[config.mk]
export PLATFORM = sky130hd
export DESIGN_NAME = bcd_rtc_core
export DESIGN_NICKNAME = d
export VERILOG_FILES = /design/src/rtl/bcd_rtc_pkg.sv /design/src/rtl/rtc_prescaler.sv /design/src/rtl/rtc_calendar.sv /design/src/rtl/rtc_alarm.sv /design/src/rtl/bcd_rtc_core.sv
export SDC_FILE = /design/constraint.sdc
export NUM_CORES = 1
export LEC_CHECK = 0
export BUFFER_PORTS_ARGS = -buffer_cell sky130_fd_sc_hd__buf_2
export CAP_MARGIN = 20
export CORE_UTILIZATION = 45
export DETAILED_ROUTE_END_ITERATION = 8
export GPL_TIMING_DRIVEN = 0
export PLACE_DENSITY_LB_ADDON = 0.2
export SLEW_MARGIN = 5
export SYNTH_ARGS = -nofsm -noshare
export SYNTH_HDL_FRONTEND = slang
export SYNTH_SLANG_ARGS = --single-unit
[constraint.sdc]
create_clock -name clk -period 3.4 [get_ports clk]
set_clock_uncertainty 0.1 [all_clocks]
set_input_delay 0.68 -clock clk [delete_from_list [all_inputs] [get_ports clk]]
set_output_delay 0.68 -clock clk [all_outputs]
set_load 0.02 [all_outputs]
[src/rtl/bcd_rtc_pkg.sv]
package bcd_rtc_pkg;

   typedef struct packed {
      logic [7:0] cen;
      logic [7:0] yr;
      logic [7:0] mon;
      logic [7:0] mday;
      logic [7:0] wday;
      logic [7:0] hr;
      logic [7:0] mn;
      logic [7:0] sec;
   } rtc_time_t;

   localparam int N_TIME_REGS = 8;
   localparam int N_ALM_REGS  = 4;

   function automatic logic [7:0] bcd_inc(input logic [7:0] v);
      if (v[3:0] >= 4'd9) return {v[7:4] + 4'd1, 4'd0};
      return v + 8'd1;
   endfunction

   function automatic logic [6:0] bcd_to_bin(input logic [7:0] v);
      return 7'(v[7:4]) * 7'd10 + 7'(v[3:0]);
   endfunction

   function automatic logic is_leap(input logic [7:0] yr, input logic [7:0] cen);
      logic [6:0] b;
      b = (yr == 8'h00) ? bcd_to_bin(cen) : bcd_to_bin(yr);
      return b[1:0] == 2'b00;
   endfunction

   function automatic logic [7:0] month_last(input logic [7:0] mon, input logic leap);
      case (mon)
         8'h02:                      return leap ? 8'h29 : 8'h28;
         8'h04, 8'h06, 8'h09, 8'h11: return 8'h30;
         default:                    return 8'h31;
      endcase
   endfunction

endpackage

[src/rtl/rtc_prescaler.sv]
module rtc_prescaler #(
   parameter int PRESCALE = 32768
) (
   input  logic clk,
   input  logic rst_n,
   input  logic ref_en,
   input  logic restart,
   output logic tick
);
   localparam int CNT_W = (PRESCALE > 2) ? $clog2(PRESCALE) : 1;
   localparam logic [CNT_W-1:0] LAST = CNT_W'(PRESCALE - 1);

   generate
      if (PRESCALE < 2) begin : g_bad_prescale
         $error("rtc_prescaler: PRESCALE must be at least 2");
      end
   endgenerate

   logic [CNT_W-1:0] cnt_q;

   assign tick = ref_en && !restart && (cnt_q == LAST);

   always_ff @(posedge clk) begin
      if (!rst_n)       cnt_q <= '0;
      else if (restart) cnt_q <= '0;
      else if (ref_en)  cnt_q <= (cnt_q == LAST) ? '0 : cnt_q + 1'b1;
   end
endmodule

[src/rtl/rtc_calendar.sv]
module rtc_calendar
   import bcd_rtc_pkg::*;
(
   input  logic            clk,
   input  logic            rst_n,
   input  logic            tick,
   input  logic            wr_en,
   input  logic [2:0]      wr_sel,
   input  logic [7:0]      wdata,
   output rtc_time_t       now,
   output logic [3:0][7:0] nxt_cmp
);
   rtc_time_t now_q, nxt, wv;
   logic      leap;

   always_comb begin
      nxt  = now_q;
      leap = is_leap(now_q.yr, now_q.cen);
      if (now_q.sec != 8'h59) nxt.sec = bcd_inc(now_q.sec);
      else begin
         nxt.sec = 8'h00;
         if (now_q.mn != 8'h59) nxt.mn = bcd_inc(now_q.mn);
         else begin
            nxt.mn = 8'h00;
            if (now_q.hr != 8'h23) nxt.hr = bcd_inc(now_q.hr);
            else begin
               nxt.hr   = 8'h00;
               nxt.wday = (now_q.wday >= 8'h07) ? 8'h01 : bcd_inc(now_q.wday);
               if (now_q.mday != month_last(now_q.mon, leap)) nxt.mday = bcd_inc(now_q.mday);
               else begin
                  nxt.mday = 8'h01;
                  if (now_q.mon != 8'h12) nxt.mon = bcd_inc(now_q.mon);
                  else begin
                     nxt.mon = 8'h01;
                     if (now_q.yr != 8'h99) nxt.yr = bcd_inc(now_q.yr);
                     else begin
                        nxt.yr  = 8'h00;
                        nxt.cen = (now_q.cen == 8'h99) ? 8'h00 : bcd_inc(now_q.cen);
                     end
                  end
               end
            end
         end
      end
   end

   always_comb begin
      wv = now_q;
      case (wr_sel)
         3'd0: wv.sec  = wdata;
         3'd1: wv.mn   = wdata;
         3'd2: wv.hr   = wdata;
         3'd3: wv.wday = wdata;
         3'd4: wv.mday = wdata;
         3'd5: wv.mon  = wdata;
         3'd6: wv.yr   = wdata;
         default: wv.cen = wdata;
      endcase
   end

   always_ff @(posedge clk) begin
      if (!rst_n) begin
         now_q <= '{cen: 8'h20, yr: 8'h00, mon: 8'h01, mday: 8'h01,
                    wday: 8'h01, hr: 8'h00, mn: 8'h00, sec: 8'h00};
      end else if (wr_en) begin
         now_q <= wv;
      end else if (tick) begin
         now_q <= nxt;
      end
   end

   assign now     = now_q;
   assign nxt_cmp = {nxt.mday, nxt.hr, nxt.mn, nxt.sec};
endmodule

[src/rtl/rtc_alarm.sv]
module rtc_alarm #(
   parameter int N_FIELDS = 4
) (
   input  logic                     clk,
   input  logic                     rst_n,
   input  logic                     tick,
   input  logic [N_FIELDS-1:0][7:0] cfg,
   input  logic [N_FIELDS-1:0][7:0] fld,
   output logic                     hit
);
   logic [N_FIELDS-1:0] fld_ok;

   generate
      for (genvar i = 0; i < N_FIELDS; i++) begin : g_field
         assign fld_ok[i] = cfg[i][7] || ({1'b0, cfg[i][6:0]} == fld[i]);
      end
   endgenerate

   always_ff @(posedge clk) begin
      if (!rst_n) hit <= 1'b0;
      else        hit <= tick && (&fld_ok);
   end
endmodule

[src/rtl/bcd_rtc_core.sv]
module bcd_rtc_core
   import bcd_rtc_pkg::*;
#(
   parameter int PRESCALE = 32768,
   parameter int ADDR_W   = 4
) (
   input  logic              clk,
   input  logic              rst_n,
   input  logic              ref_en,
   input  logic              wr_en,
   input  logic [ADDR_W-1:0] addr,
   input  logic [7:0]        wdata,
   output logic [7:0]        rdata,
   output logic              alarm_hit
);
   localparam int ALM_BASE = N_TIME_REGS;
   localparam int ALM_END  = N_TIME_REGS + N_ALM_REGS;

   generate
      if (ADDR_W < 4) begin : g_bad_addr
         $error("bcd_rtc_core: ADDR_W must be at least 4");
      end
   endgenerate

   logic                        time_wr, alm_wr, tick;
   rtc_time_t                   cal_now;
   logic [3:0][7:0]             cal_nxt;
   logic [N_ALM_REGS-1:0][7:0]  alm_q;
   logic [N_TIME_REGS-1:0][7:0] tv;

   assign time_wr = wr_en && (addr < ADDR_W'(ALM_BASE));
   assign alm_wr  = wr_en && (addr >= ADDR_W'(ALM_BASE)) && (addr < ADDR_W'(ALM_END));

   rtc_prescaler #(.PRESCALE(PRESCALE)) u_presc (
      .clk(clk), .rst_n(rst_n), .ref_en(ref_en), .restart(time_wr), .tick(tick)
   );

   rtc_calendar u_cal (
      .clk(clk), .rst_n(rst_n), .tick(tick), .wr_en(time_wr),
      .wr_sel(addr[2:0]), .wdata(wdata), .now(cal_now), .nxt_cmp(cal_nxt)
   );

   generate
      for (genvar i = 0; i < N_ALM_REGS; i++) begin : g_alm
         always_ff @(posedge clk) begin
            if (!rst_n)                            alm_q[i] <= 8'h00;
            else if (alm_wr && addr[1:0] == 2'(i)) alm_q[i] <= wdata;
         end
      end
   endgenerate

   rtc_alarm #(.N_FIELDS(N_ALM_REGS)) u_alarm (
      .clk(clk), .rst_n(rst_n), .tick(tick), .cfg(alm_q), .fld(cal_nxt), .hit(alarm_hit)
   );

   assign tv = cal_now;

   always_comb begin
      if (addr < ADDR_W'(ALM_BASE))     rdata = tv[addr[2:0]];
      else if (addr < ADDR_W'(ALM_END)) rdata = alm_q[addr[1:0]];
      else                              rdata = 8'h00;
   end
endmodule

Yosys cells after proc, flatten, opt, wreduce, memory -nomap -nowiden:

Index checks and enable logic that the tools add are counted.
Widths: inputs -> output; s select.

* output and inout port bits: 9
* input bits: 16
* logic and storage cells: 213
* bits in registers: 112

* muxes and demuxes: 91
* reduce and logical (&&, ||, !) cells: 32
* $lt $le $gt $ge: 14
* $add $sub $neg: 19
* bitwise logic cells: 1
* equal/unequal tests: 40
* multipliers: 2

Operator list (count)
* $mux 8: 40
* $mux 64: 2
* $add 8x1->8 const B: 8
* $mux 56: 1
* $mux 48: 1
* $mux 40: 1
* $mux 1: 39
* $ge 4x4->1 const B: 9
* $add 4x1->4 const B: 8
* $eq 7x8->1: 4
* $bmux 8 s3: 1
* $mux 24: 1
* $bmux 8 s2: 1
* $eq 8x3->1 const B: 2
* $mux 16: 1
* $ne 8x7->1 const B: 2
* $pmux 8 s2: 1
* $add 15x1->15 const B: 1
* $eq 15x15->1 const B: 1
* $mux 15: 1
* $ne 2x1->1 const B: 7
* $ne 2x2->1 const B: 7
* $logic_and 1x1->1: 10
* $eq 3x3->1 const B: 3
* 35 further kinds: 47

Longest topological paths before layout:

Gate-level depths: netlist of the first run.

* word-level depth: 26
* depth in mapped cells: 15

Cells and area by module:

A second synthesis of the first run with hierarchy kept.

* cells, all modules: 991
* area total of the unflattened synthesis: 8290.5 um^2

By module, submodules not included
* rtc_calendar: area an instance 4929.7 um^2, cells each 637, sequential area each 1281.2 um^2, instances 1
* bcd_rtc_core: area an instance 2258.4 um^2, cells each 230, sequential area each 640.6 um^2, instances 1
* rtc_prescaler: area an instance 743.2 um^2, cells each 81, sequential area each 300.3 um^2, instances 1
* rtc_alarm: area an instance 359.1 um^2, cells each 43, sequential area each 20.0 um^2, instances 1

Worst setup path after synthesis of the first run:

OpenSTA, ideal clock, no wires.

* path kind: input to output
* start: input addr[0]
* end: output rdata[3]
* data arrival time: 2.509 ns
* required time: 2.620 ns
* slack: 0.111 ns
* stages: 5
* path through: buf_1 > buf_1 > mux4_1 > mux2i_1 > o22ai_1

* longest elaborated chain between the ends: 4
* elaborated cells between the ends (all ways): 8
* those cells by class: 2 x order compare; 6 x mux

RTL lines
* start: declaration: RTL line bcd_rtc_core.sv:11 `input logic [ADDR_W-1:0] addr,`
* parallel branches: the longest is 3 deep, another holds $lt 4x4->1
* $mux 8 (*): RTL line bcd_rtc_core.sv:59 `if (addr < ADDR_W'(ALM_BASE)) rdata = tv[addr[2:0]];`
* end: declaration: RTL line bcd_rtc_core.sv:13 `output logic [7:0] rdata,`

Mark *: on every way between the ends. The select of a mux whose other input is x is not followed.

Worst setup path after layout of the first run:

* start: register u_cal.now_q (netlist bit u_cal.now[13])
* end: register u_alarm.hit

* longest elaborated chain between the ends: 9
* elaborated cells between the ends (all ways): 16
* those cells by class: 2 x add/sub; 4 x eq/ne; 5 x mux; 5 x reduce/logical

RTL lines
* start: declaration: RTL line rtc_calendar.sv:13 `rtc_time_t now_q, nxt, wv;`
* start signal: assignment: RTL line rtc_calendar.sv:63 `now_q <= '{cen: 8'h20, yr: 8'h00, mon: 8'h01, mday: 8'h01,`
* start signal: assignment: RTL line rtc_calendar.sv:66 `now_q <= wv;`
* start signal: assignment: RTL line rtc_calendar.sv:68 `now_q <= nxt;`
* $add 4x1->4: RTL line bcd_rtc_pkg.sv:18 `if (v[3:0] >= 4'd9) return {v[7:4] + 4'd1, 4'd0};`
* $mux 8: RTL line bcd_rtc_pkg.sv:18
* $mux 8: RTL line bcd_rtc_pkg.sv:19 `return v + 8'd1;`
* $mux 8: RTL line rtc_calendar.sv:22 `if (now_q.mn != 8'h59) nxt.mn = bcd_inc(now_q.mn);`
* $mux 56 (*): RTL line rtc_calendar.sv:19 `if (now_q.sec != 8'h59) nxt.sec = bcd_inc(now_q.sec);`
* $eq 7x8->1: RTL line rtc_alarm.sv:15 `assign fld_ok[i] = cfg[i][7] || ({1'b0, cfg[i][6:0]} == fld[i]);`
* $logic_or 1x1->1: RTL line rtc_alarm.sv:15
* $reduce_and 4->1 (*): RTL line rtc_alarm.sv:21 `else hit <= tick && (&fld_ok);`
* $logic_and 1x1->1 (*): RTL line rtc_alarm.sv:21
* end signal: assignment: RTL line rtc_alarm.sv:21
* end: declaration: RTL line rtc_alarm.sv:9 `output logic hit`

Every way passes the cells marked *; elsewhere a longest branch is shown, timed or not. The select of a mux whose other input is x is not followed.
A chain may end at the register's enable or synchronous reset.

==> impl_metrics.toml, run 1 <==
[placed_design]
preCtsSetupSlack_ns = -0.539
hpwl_mm = 19.5
port-buffer-count = 22
gp_congestion = 0.956

[clock_tree]
cts_max_path_buffers = 2
ctsHoldBuffers = 0
root_buffer = "clkbuf_16"
htreeDepth = 3
clock_latency_ns = 0.37
clkSinkCount = 112
numCtsBuffers = 9
cts_tree = "done"
path_clk_slew_ns = 0.08

[power]
p_clk_frac = 0.410
power.total_w = 0.00276
switching_share = 0.293
p_sw_w = 0.000809
p_leak_nw = 3.35
cellPowerDensity_nw_per_um2 = 309
pwr-share-comb = 0.102
ir_drop_mv = 0.275
power.internal_w = 0.00195
p_seq_frac = 0.487

[drt]
drc = 0
postRouteAntennaNets = 0
wl_per_cell_um = 21.2
wl_met1_mm = 11.6
wl_met3_mm = 2.06
routed_via_density = 6.13
dr.pass1.iters = 5
drt-total-wl_mm = 26.2
wl_met2_mm = 11.8
drt-initial-drc-count = 665
vias = 7568
dr.max_layer_used = "met4"

[worst_setup_path]
slowest_delay_ns = 0.39
cp_max_fo = 10
cp-start-kind = "flip-flop"
regToRegStartpoint = "u_cal.now[13]$_SDFFE_PN0P_"
r2r_setup_slack_ns = -0.04
crit_path_end_kind = "flip-flop"
critical_path_class = "flip-flop to flip-flop"
crit_chain = "inv_1 > ha_1 > nor4bb_4 > and4_1 > buf_6 > and2_4 > buf_6 > and3_1 > a2111oi_4 > nor4bb_4 > o211ai_1 > nand4bb_1 > nor4_2 > o221a_2"
cp_slowest_cell = "dfxtp_2"
crit_arrival_ns = 3.66
reg2reg_to = "u_alarm.hit$_SDFF_PN0_"
worstRegToRegCells = 14
crit_required_ns = 3.62

[floorplanning]
ios = 25
die_area_um2 = 18200
die_y_um = 135
initial_utilization = 0.460
core_um2 = 17300
rows = 48
die_w_um = 135

[sta]
finalCritPeriodShare = 1.01
max_slew_margin = 0.294
drv_slew = 0
setup_slack_ns = -0.0384
setup_viol = 1
grt_setup_unrepaired = "true"
fin_tns_setup_ns = -0.0384
max_freq_mhz = 291
hold_violations = 0
layout_min_cycle_time_ns = 3.44
worst_pin_slew_ns = 1.06

[logic_synthesis]
synth.avg_cell_area_um2 = 8.24
synth.area.mux_share = 0.123
synth_edf_count = 0
synth_area_leaders = "dfxtp_1 (28%), ha_1 (7.1%), mux4_2 (6.5%)"
synth_adder_area_share = 0.0708
ys_ff_latch = 112
syn_inst = 965
ys.flop_type = "dfxtp_1"
synth_warnings = 0
yosys.area.top_type = "dfxtp_1"
synth_cell_types = 75
ys_seq_area_frac = 0.282
synth_xor_area_frac = 0.0517
synth_top_family_by_area = "simple AND/OR/NAND/NOR gates"
synth.top_cell.area_share = 0.282
synth_compound_area_frac = 0.194
syn-cell-area_um2 = 7960
syn_nets = 1026
async_flop_share = 0
synth-simple-area-share = 0.234

[worst_hold_path]
hold_depth = 2
min_from = "u_presc.cnt_q[14]$_SDFFE_PP0P_"
min_to = "u_presc.cnt_q[14]$_SDFFE_PP0P_"
hold_path_class = "flip-flop to flip-flop"

[global_routing]
grt_max_degree = 23
gr-total-overflow = 0
grt_pass1_wl_mm = 40.5
grt_usage = 0.295
antenna_found_initial = 0
grt_pass1_vias = 6924

[final_layout]
area_growth_pct = 12.4
insertedDiodeCount = 0
layout-drive-gt1-share = 0.141
nFillCells = 1652
nNetsFinal = 1066

[run]
drv_cap = 0

[outcome]
violations = "negative setup slack"
status = "finished with violations"
==> through the flow <==
stage	cell area (um^2)	hold WS, ns	instances	util
global route	8940	0.419	1235	0.517
floorplan	7960	0.351	965	-
finish	8940	0.394	1235	0.517
global placement	8350	0.369	1212	0.483
detailed placement	8350	0.379	1212	0.483
CTS	8710	0.391	1227	0.504
==> power groups by stage <==
stage	registers [W]	logic, W	clock network, W
after floorplan	0.00137	0.000172	0
after global placement	0.00138	0.000265	0
after detailed placement	0.00138	0.000267	0
after CTS	0.00135	0.000269	0.00114
after global routing	0.00135	0.000300	0.00119
final	0.00135	0.000283	0.00113
==> worst max-delay path: cells and delay by family, from the launching register on <==
kind | cells | cell delay (ns)
and+or+nand+nor | 7 | 1.65
DFF | 1 | 0.39
AOI/OAI and AO/OA | 3 | 0.71
adders and majority gates | 1 | 0.19
buffers and inverters | 3 | 0.34
==> cells by family after synthesis <==
logic type,Yosys count
AND/OR/NAND/NOR,364
flip-flops,112
adder cells (fa/ha/maj),45
XOR/XNOR,47
multiplexers,67
buffers and inverters,89
AO/OA/AOI/OAI,241
==> how the worst max path moves through the flow <==
stage / to / start
2_1_floorplan: rdata[3] / addr[0]
3_3_place_gp: rdata[3] / addr[0]
3_5_place_dp: rdata[3] / addr[0]
4_1_cts: u_alarm.hit$_SDFF_PN0_ / u_cal.now[13]$_SDFFE_PN0P_
5_1_grt: u_alarm.hit$_SDFF_PN0_ / u_cal.now[13]$_SDFFE_PN0P_
6_report: u_alarm.hit$_SDFF_PN0_ / u_cal.now[13]$_SDFFE_PN0P_
==> repair_timing <==
action / 4_1_cts / 5_1_grt
pin swaps: 1 / 12
gates resized for setup: 20 / 51
buffers inserted: 0 / 9
endpoints found under the setup margin: 39 / 38
==> state kept, by name, summed over array words and instances, names as in the netlist <==
register	cells
u_alarm.hit	1
alm_q	32
u_presc.cnt_q	15
u_cal.now	64
==> layout by cell type (no fill, tap or decap), types with 4 or more instances in the layout <==
| master | count |
|---|---|
| dfxtp_1 | 99 |
| nor2_1 | 93 |
| nand2_1 | 75 |
| o21ai_0 | 64 |
| a21oi_1 | 56 |
| ha_1 | 44 |
| mux2i_1 | 40 |
| nor2b_1 | 40 |
| inv_1 | 37 |
| clkbuf_1 | 33 |
| nand3_1 | 27 |
| xor2_1 | 26 |
| mux4_2 | 23 |
| buf_2 | 23 |
| nor3_1 | 21 |
| xnor2_1 | 19 |
| a211oi_1 | 18 |
| nand4_1 | 15 |
| and2_1 | 13 |
| a21boi_0 | 13 |
| o22ai_1 | 12 |
| nor3b_1 | 12 |
| o211ai_1 | 12 |
| nand2b_1 | 10 |
| o211a_1 | 10 |
| buf_4 | 10 |
| and3_1 | 9 |
| clkbuf_16 | 9 |
| or2_2 | 8 |
| dfxtp_4 | 7 |
| a31oi_1 | 6 |
| dfxtp_2 | 6 |
| o31ai_1 | 5 |
| or3_1 | 5 |
| clkbuf_2 | 4 |
| a21oi_2 | 4 |
| a41oi_1 | 4 |
==> routing by layer <==
metal,global-route usage,vias to the layer above
met2,0.472,330
met1,0.406,3605
met4,0.0999,0
met5,0,-
li1,-,3584
met3,0.0447,49
==> synth_stat cells, types with 3 or more instances <==
master / number
a21o_1: 3
nand3_1: 27
mux2i_1: 40
ha_1: 45
buf_2: 3
mux4_2: 23
nand2_1: 78
dfxtp_1: 112
o22ai_1: 13
and4_1: 3
clkbuf_1: 37
xor2_1: 26
buf_1: 6
o211a_1: 10
o211ai_1: 12
o21ai_0: 65
mux2_2: 3
nor2b_1: 40
inv_1: 39
a21boi_0: 13
nor4bb_1: 3
nand2b_1: 10
nor3_1: 23
nand4_1: 15
and3_1: 9
a211oi_1: 18
o32ai_1: 3
nor2_1: 95
or3_1: 5
o31ai_1: 5
a31oi_1: 6
a21oi_1: 60
or2_2: 8
nor4_1: 5
nor3b_1: 13
and2_1: 16
xnor2_1: 21
a41oi_1: 4
==> area by class of cell <==
class                      count  area, um^2  area share
clock buffer                   9         225      0.0252
tap                          225         282      0.0315
inverter                      40         153      0.0171
multi-input combinational    764        5530       0.618
sequential                   112        2280       0.254
clock inverter                 7        80.1     0.00895
timing repair buffer          31         178      0.0199
buffer                        47         220      0.0246
No activity file was read; power rests on OpenSTA's default activity.
==> run 2: changes to the inputs <==
==> constraint.sdc (replaced) <==
create_clock -name clk -period 4.4 [get_ports clk]
set_clock_uncertainty 0.1 [all_clocks]
set_input_delay 0.88 -clock clk [delete_from_list [all_inputs] [get_ports clk]]
set_output_delay 0.88 -clock clk [all_outputs]
set_load 0.02 [all_outputs]
==> impl_metrics.toml, run 2 (synthesis results as in run 1) <==
[clock_tree]
ctsHoldBuffers = 0
clock_latency_ns = 0.37
clkSinkCount = 112
cts-resized-gates = 0
root_buffer = "clkbuf_16"
cts_max_path_buffers = 2
path_clk_slew_ns = 0.09
post_cts_buffers = 0
cts_tree = "done"
numCtsBuffers = 9
htreeDepth = 3

[drt]
drc = 0
dr.pass1.iters = 6
vias = 7505
drt-initial-drc-count = 794
routed_via_density = 6.11
wl_per_cell_um = 21.2
drt-total-wl_mm = 26.1
postRouteAntennaNets = 0

[worst_setup_path]
reg2reg_to = "u_alarm.hit$_SDFF_PN0_"
crit_required_ns = 3.42
cp_max_fo = 10
cp.buffers_inverters = 4
crit_chain = "buf_2 > buf_1 > clkbuf_2 > mux4_2 > mux2i_1 > o22ai_1 > buf_2"
cp-start-kind = "input port"
crit_arrival_ns = 3.12
slowest_delay_ns = 0.58
critical_path_class = "input port to output port"
cp_slowest_cell = "mux4_2"
regToRegStartpoint = "u_cal.now[8]$_SDFFE_PN0P_"
crit_path_end_kind = "output port"
r2r_setup_slack_ns = 0.43
crit_top_cell = "buf_2"
path_delay_family = "buffers and inverters"
worstRegToRegCells = 14

[outcome]
status = "complete, no violations"

[placed_design]
preCtsSetupSlack_ns = 0.0607
gp_congestion = 0.956
dpl_cell_area_um2 = 8350
port-buffer-count = 22
numPlacedInstances = 1212
hpwl_mm = 19.5

[sta]
finalCritPeriodShare = 0.933
setup_viol = 0
fin_tns_setup_ns = 0
max_freq_mhz = 244
grt_setup_unrepaired = "false"
setup_slack_ns = 0.296
hold_ws_ns = 0.394
hold_violations = 0
layout_min_cycle_time_ns = 4.10
worst_pin_slew_ns = 1.08
max_slew_margin = 0.276
drv_slew = 0

[final_layout]
largest_register_ffs = 64
multi_input_area_um2 = 5360
insertedDiodeCount = 0
nFillCells = 1671
fin_area_um2 = 8660
layout-drive-gt1-share = 0.0907
nNetsFinal = 1059
final_cell_mix = "dfxtp_1 (112), nor2_1 (95), nand2_1 (78)"
final_common_cell = "dfxtp_1"
stdcell_count = 1228
seqCellArea_um2 = 2240
area_growth_pct = 8.86

[worst_hold_path]
hold_depth = 2
hold_path_class = "flip-flop to flip-flop"
min_to = "u_presc.cnt_q[12]$_SDFFE_PP0P_"
min_from = "u_presc.cnt_q[12]$_SDFFE_PP0P_"

[power]
p_leak_nw = 3.22
ir_drop_mv = 0.213
cellPowerDensity_nw_per_um2 = 246

[floorplanning]
die_w_um = 135
ios = 25
die_area_um2 = 18200
rows = 48
core_um2 = 17300
initial_utilization = 0.460
die_y_um = 135

[global_routing]
grt_max_degree = 23
antenna_found_initial = 0
grt_usage = 0.296
grt_pass1_vias = 6934
gr-total-overflow = 0
grt_pass1_wl_mm = 40.5

[run]
drv_cap = 0
run 2: through the flow:
step,utilization,total power (W)
global route,0.501,0.00219
detailed placement,0.483,0.00127
CTS,0.501,0.00213
global placement,0.483,0.00127
floorplan,-,0.00119
finish,0.501,0.00213
run 2: final cells by class:
| cell class | count | share of cell area |
|---|---|---|
| Multi-Input combinational cell | 764 | 0.619 |
| Inverter | 40 | 0.0173 |
| Timing Repair Buffer | 22 | 0.0127 |
| Clock inverter | 7 | 0.00925 |
| Sequential cell | 112 | 0.259 |
| Tap cell | 225 | 0.0325 |
| Clock buffer | 9 | 0.0260 |
| Buffer | 49 | 0.0241 |
run 2: how the worst max path moves through the flow:
stage	from	to	slack (ns)	cells after the start
after floorplan	addr[0]	rdata[3]	0.71	5
after global placement	addr[0]	rdata[3]	0.08	7
after detailed placement	addr[0]	rdata[3]	0.06	7
after CTS	addr[0]	rdata[3]	0.05	7
after global routing	u_cal.now[8]$_SDFFE_PN0P_	u_alarm.hit$_SDFF_PN0_	0.03	13
final	addr[0]	rdata[1]	0.30	7
run 2: worst register-to-register path, stage by stage, from the launching register on:
cell and delay (ns):
dfxtp_1 0.51, ha_1 0.23, nor4bb_1 0.32, and4_1 0.23, buf_2 0.21, and2_1 0.25
buf_6 0.16, nand2_1 0.11, nor2_1 0.15, xnor2_1 0.19, nor4bb_1 0.33, o211ai_1 0.16
nand4bb_1 0.22, nor4_1 0.45, o221a_2 0.29
run 2: power breakdown:
part / internal (W) / switching (W)
registers: 0.00102 / 0.0000191
clock network: 0.000411 / 0.000464
logic: 0.0000730 / 0.000140
total: 0.00151 / 0.000623
run 2: per-layer routing:
| metal | vias to the layer above | track usage | part of all wire |
|---|---|---|---|
| met3 | 60 | 0.0454 | 0.079 |
| met4 | 0 | 0.104 | 0.031 |
| li1 | 3555 | - | - |
| met2 | 341 | 0.468 | 0.44 |
| met1 | 3549 | 0.407 | 0.45 |
| met5 | - | 0 | 0 |
==> run 3: changes to the inputs <==
--- a/config.mk
+++ b/config.mk
@@ -7,7 +7,7 @@
 export LEC_CHECK = 0
 export BUFFER_PORTS_ARGS = -buffer_cell sky130_fd_sc_hd__buf_2
 export CAP_MARGIN = 20
-export CORE_UTILIZATION = 45
+export CORE_UTILIZATION = 35
 export DETAILED_ROUTE_END_ITERATION = 8
 export GPL_TIMING_DRIVEN = 0
 export PLACE_DENSITY_LB_ADDON = 0.2
==> impl_metrics.toml, run 3 (synthesis results as in run 1) <==
[global_routing]
grt_usage = 0.237
grt_pass1_vias = 7051
antenna_found_initial = 0
gr-total-overflow = 0
grt_max_degree = 25
grt_pass1_wl_mm = 42.3

[floorplanning]
rows = 54
die_w_um = 153
ios = 25
core_um2 = 22000
die_y_um = 153
die_area_um2 = 23300
initial_utilization = 0.361

[final_layout]
final_cell_mix = "dfxtp_1 (112), nor2_1 (95), nand2_1 (78)"
layout-drive-gt1-share = 0.0907
insertedDiodeCount = 0
largest_register_ffs = 64
area_growth_pct = 9.99
nFillCells = 2297
seqCellArea_um2 = 2240
final_common_cell = "dfxtp_1"
final_core_util = 0.397
nNetsFinal = 1059
multi_input_area_um2 = 5360

[worst_hold_path]
hold_path_class = "flip-flop to flip-flop"

[drt]
drt-initial-drc-count = 611
dr.pass1.iters = 7
routed_via_density = 5.89
postRouteAntennaNets = 0
vias = 7554
drc = 0
wl_per_cell_um = 21.1
drt-total-wl_mm = 27.1

[worst_setup_path]
crit_path_end_kind = "output port"
worstRegToRegCells = 14
cp-start-kind = "input port"
regToRegStartpoint = "u_cal.now[12]$_SDFFE_PN0P_"
reg2reg_to = "u_alarm.hit$_SDFF_PN0_"
critical_path_class = "input port to output port"
crit_arrival_ns = 3.09
cp-endpoint = "rdata[3]"
critPathLaunch = "addr[0]"
r2r_setup_slack_ns = 0.40
cp_max_fo = 10
crit_required_ns = 3.42

[power]
ir_drop_mv = 0.200
p_leak_nw = 3.23
cellPowerDensity_nw_per_um2 = 249

[sta]
fin_tns_setup_ns = 0
worst_pin_slew_ns = 1.14
finalCritPeriodShare = 0.924
setup_viol = 0
max_slew_margin = 0.239
drv_slew = 0
layout_min_cycle_time_ns = 4.07
max_freq_mhz = 246
grt_setup_unrepaired = "false"
hold_violations = 0

[clock_tree]
htreeDepth = 3
cts_tree = "done"
cts_max_path_buffers = 2
root_buffer = "clkbuf_16"
numCtsBuffers = 9
path_clk_slew_ns = 0.09
ctsHoldBuffers = 0
clkSinkCount = 112
clock_latency_ns = 0.38

[placed_design]
gp_congestion = 0.926
port-buffer-count = 22
hpwl_mm = 20.6

[run]
drv_cap = 0

[outcome]
status = "complete, no violations"
[run 3: how the worst min path moves through the flow]
stage,from,end,slack (ns),depth (start not counted)
after floorplan,u_cal.now[31]$_SDFFE_PN0P_,u_cal.now[31]$_SDFFE_PN0P_,0.35,2
after global placement,u_presc.cnt_q[14]$_SDFFE_PP0P_,u_presc.cnt_q[14]$_SDFFE_PP0P_,0.37,2
after detailed placement,u_presc.cnt_q[12]$_SDFFE_PP0P_,u_presc.cnt_q[12]$_SDFFE_PP0P_,0.38,2
after CTS,u_presc.cnt_q[12]$_SDFFE_PP0P_,u_presc.cnt_q[12]$_SDFFE_PP0P_,0.40,2
after global routing,u_presc.cnt_q[12]$_SDFFE_PP0P_,u_presc.cnt_q[12]$_SDFFE_PP0P_,0.42,2
final,u_presc.cnt_q[12]$_SDFFE_PP0P_,u_presc.cnt_q[12]$_SDFFE_PP0P_,0.39,2
[run 3: metal layers]
metal | share of wire | GRT usage | up-vias
met1 | 0.46 | 0.331 | 3659
met4 | 0.028 | 0.0779 | 0
met5 | 0 | 0 | -
met2 | 0.43 | 0.364 | 292
li1 | - | - | 3559
met3 | 0.079 | 0.0461 | 44
[run 3: what timing repair did]
action | 4_1_cts | 5_1_grt
endpoints found under the setup margin | 0 | 8
gates resized for setup | 0 | 4
buffers inserted | 0 | 0
[run 3: metrics by stage]
stage	cells	total power, W	instance area [um^2]	setup WS [ns]	hold slack, ns
global route	1283	0.00224	8750	0.161	0.425
CTS	1283	0.00218	8750	0.0396	0.397
floorplan	965	0.00119	7960	0.711	0.351
global placement	1267	0.00128	8420	0.0544	0.371
finish	1283	0.00217	8750	0.333	0.392
detailed placement	1267	0.00128	8420	0.0412	0.385
[run 3: power by group]
part,internal (W),switching [W]
clock network,0.000422,0.000495
registers,0.00102,0.0000193
logic,0.0000730,0.000140
total,0.00152,0.000655
[run 3: critical path, stage by stage]
cell and delay, ns:
buf_2 0.12, buf_1 0.44, clkbuf_2 0.45, mux4_1 0.65, mux2i_1 0.15, o22ai_1 0.16, buf_2 0.22
[run 3: layout make-up]
type | count | share of cell area
inverters | 40 | 0.0172
multi-input cells | 764 | 0.613
clock buffers | 9 | 0.0257
flip-flops and latches | 112 | 0.256
plain buffers | 49 | 0.0239
well taps | 280 | 0.0400
repair buffers | 22 | 0.0126
clock inverters | 7 | 0.0116
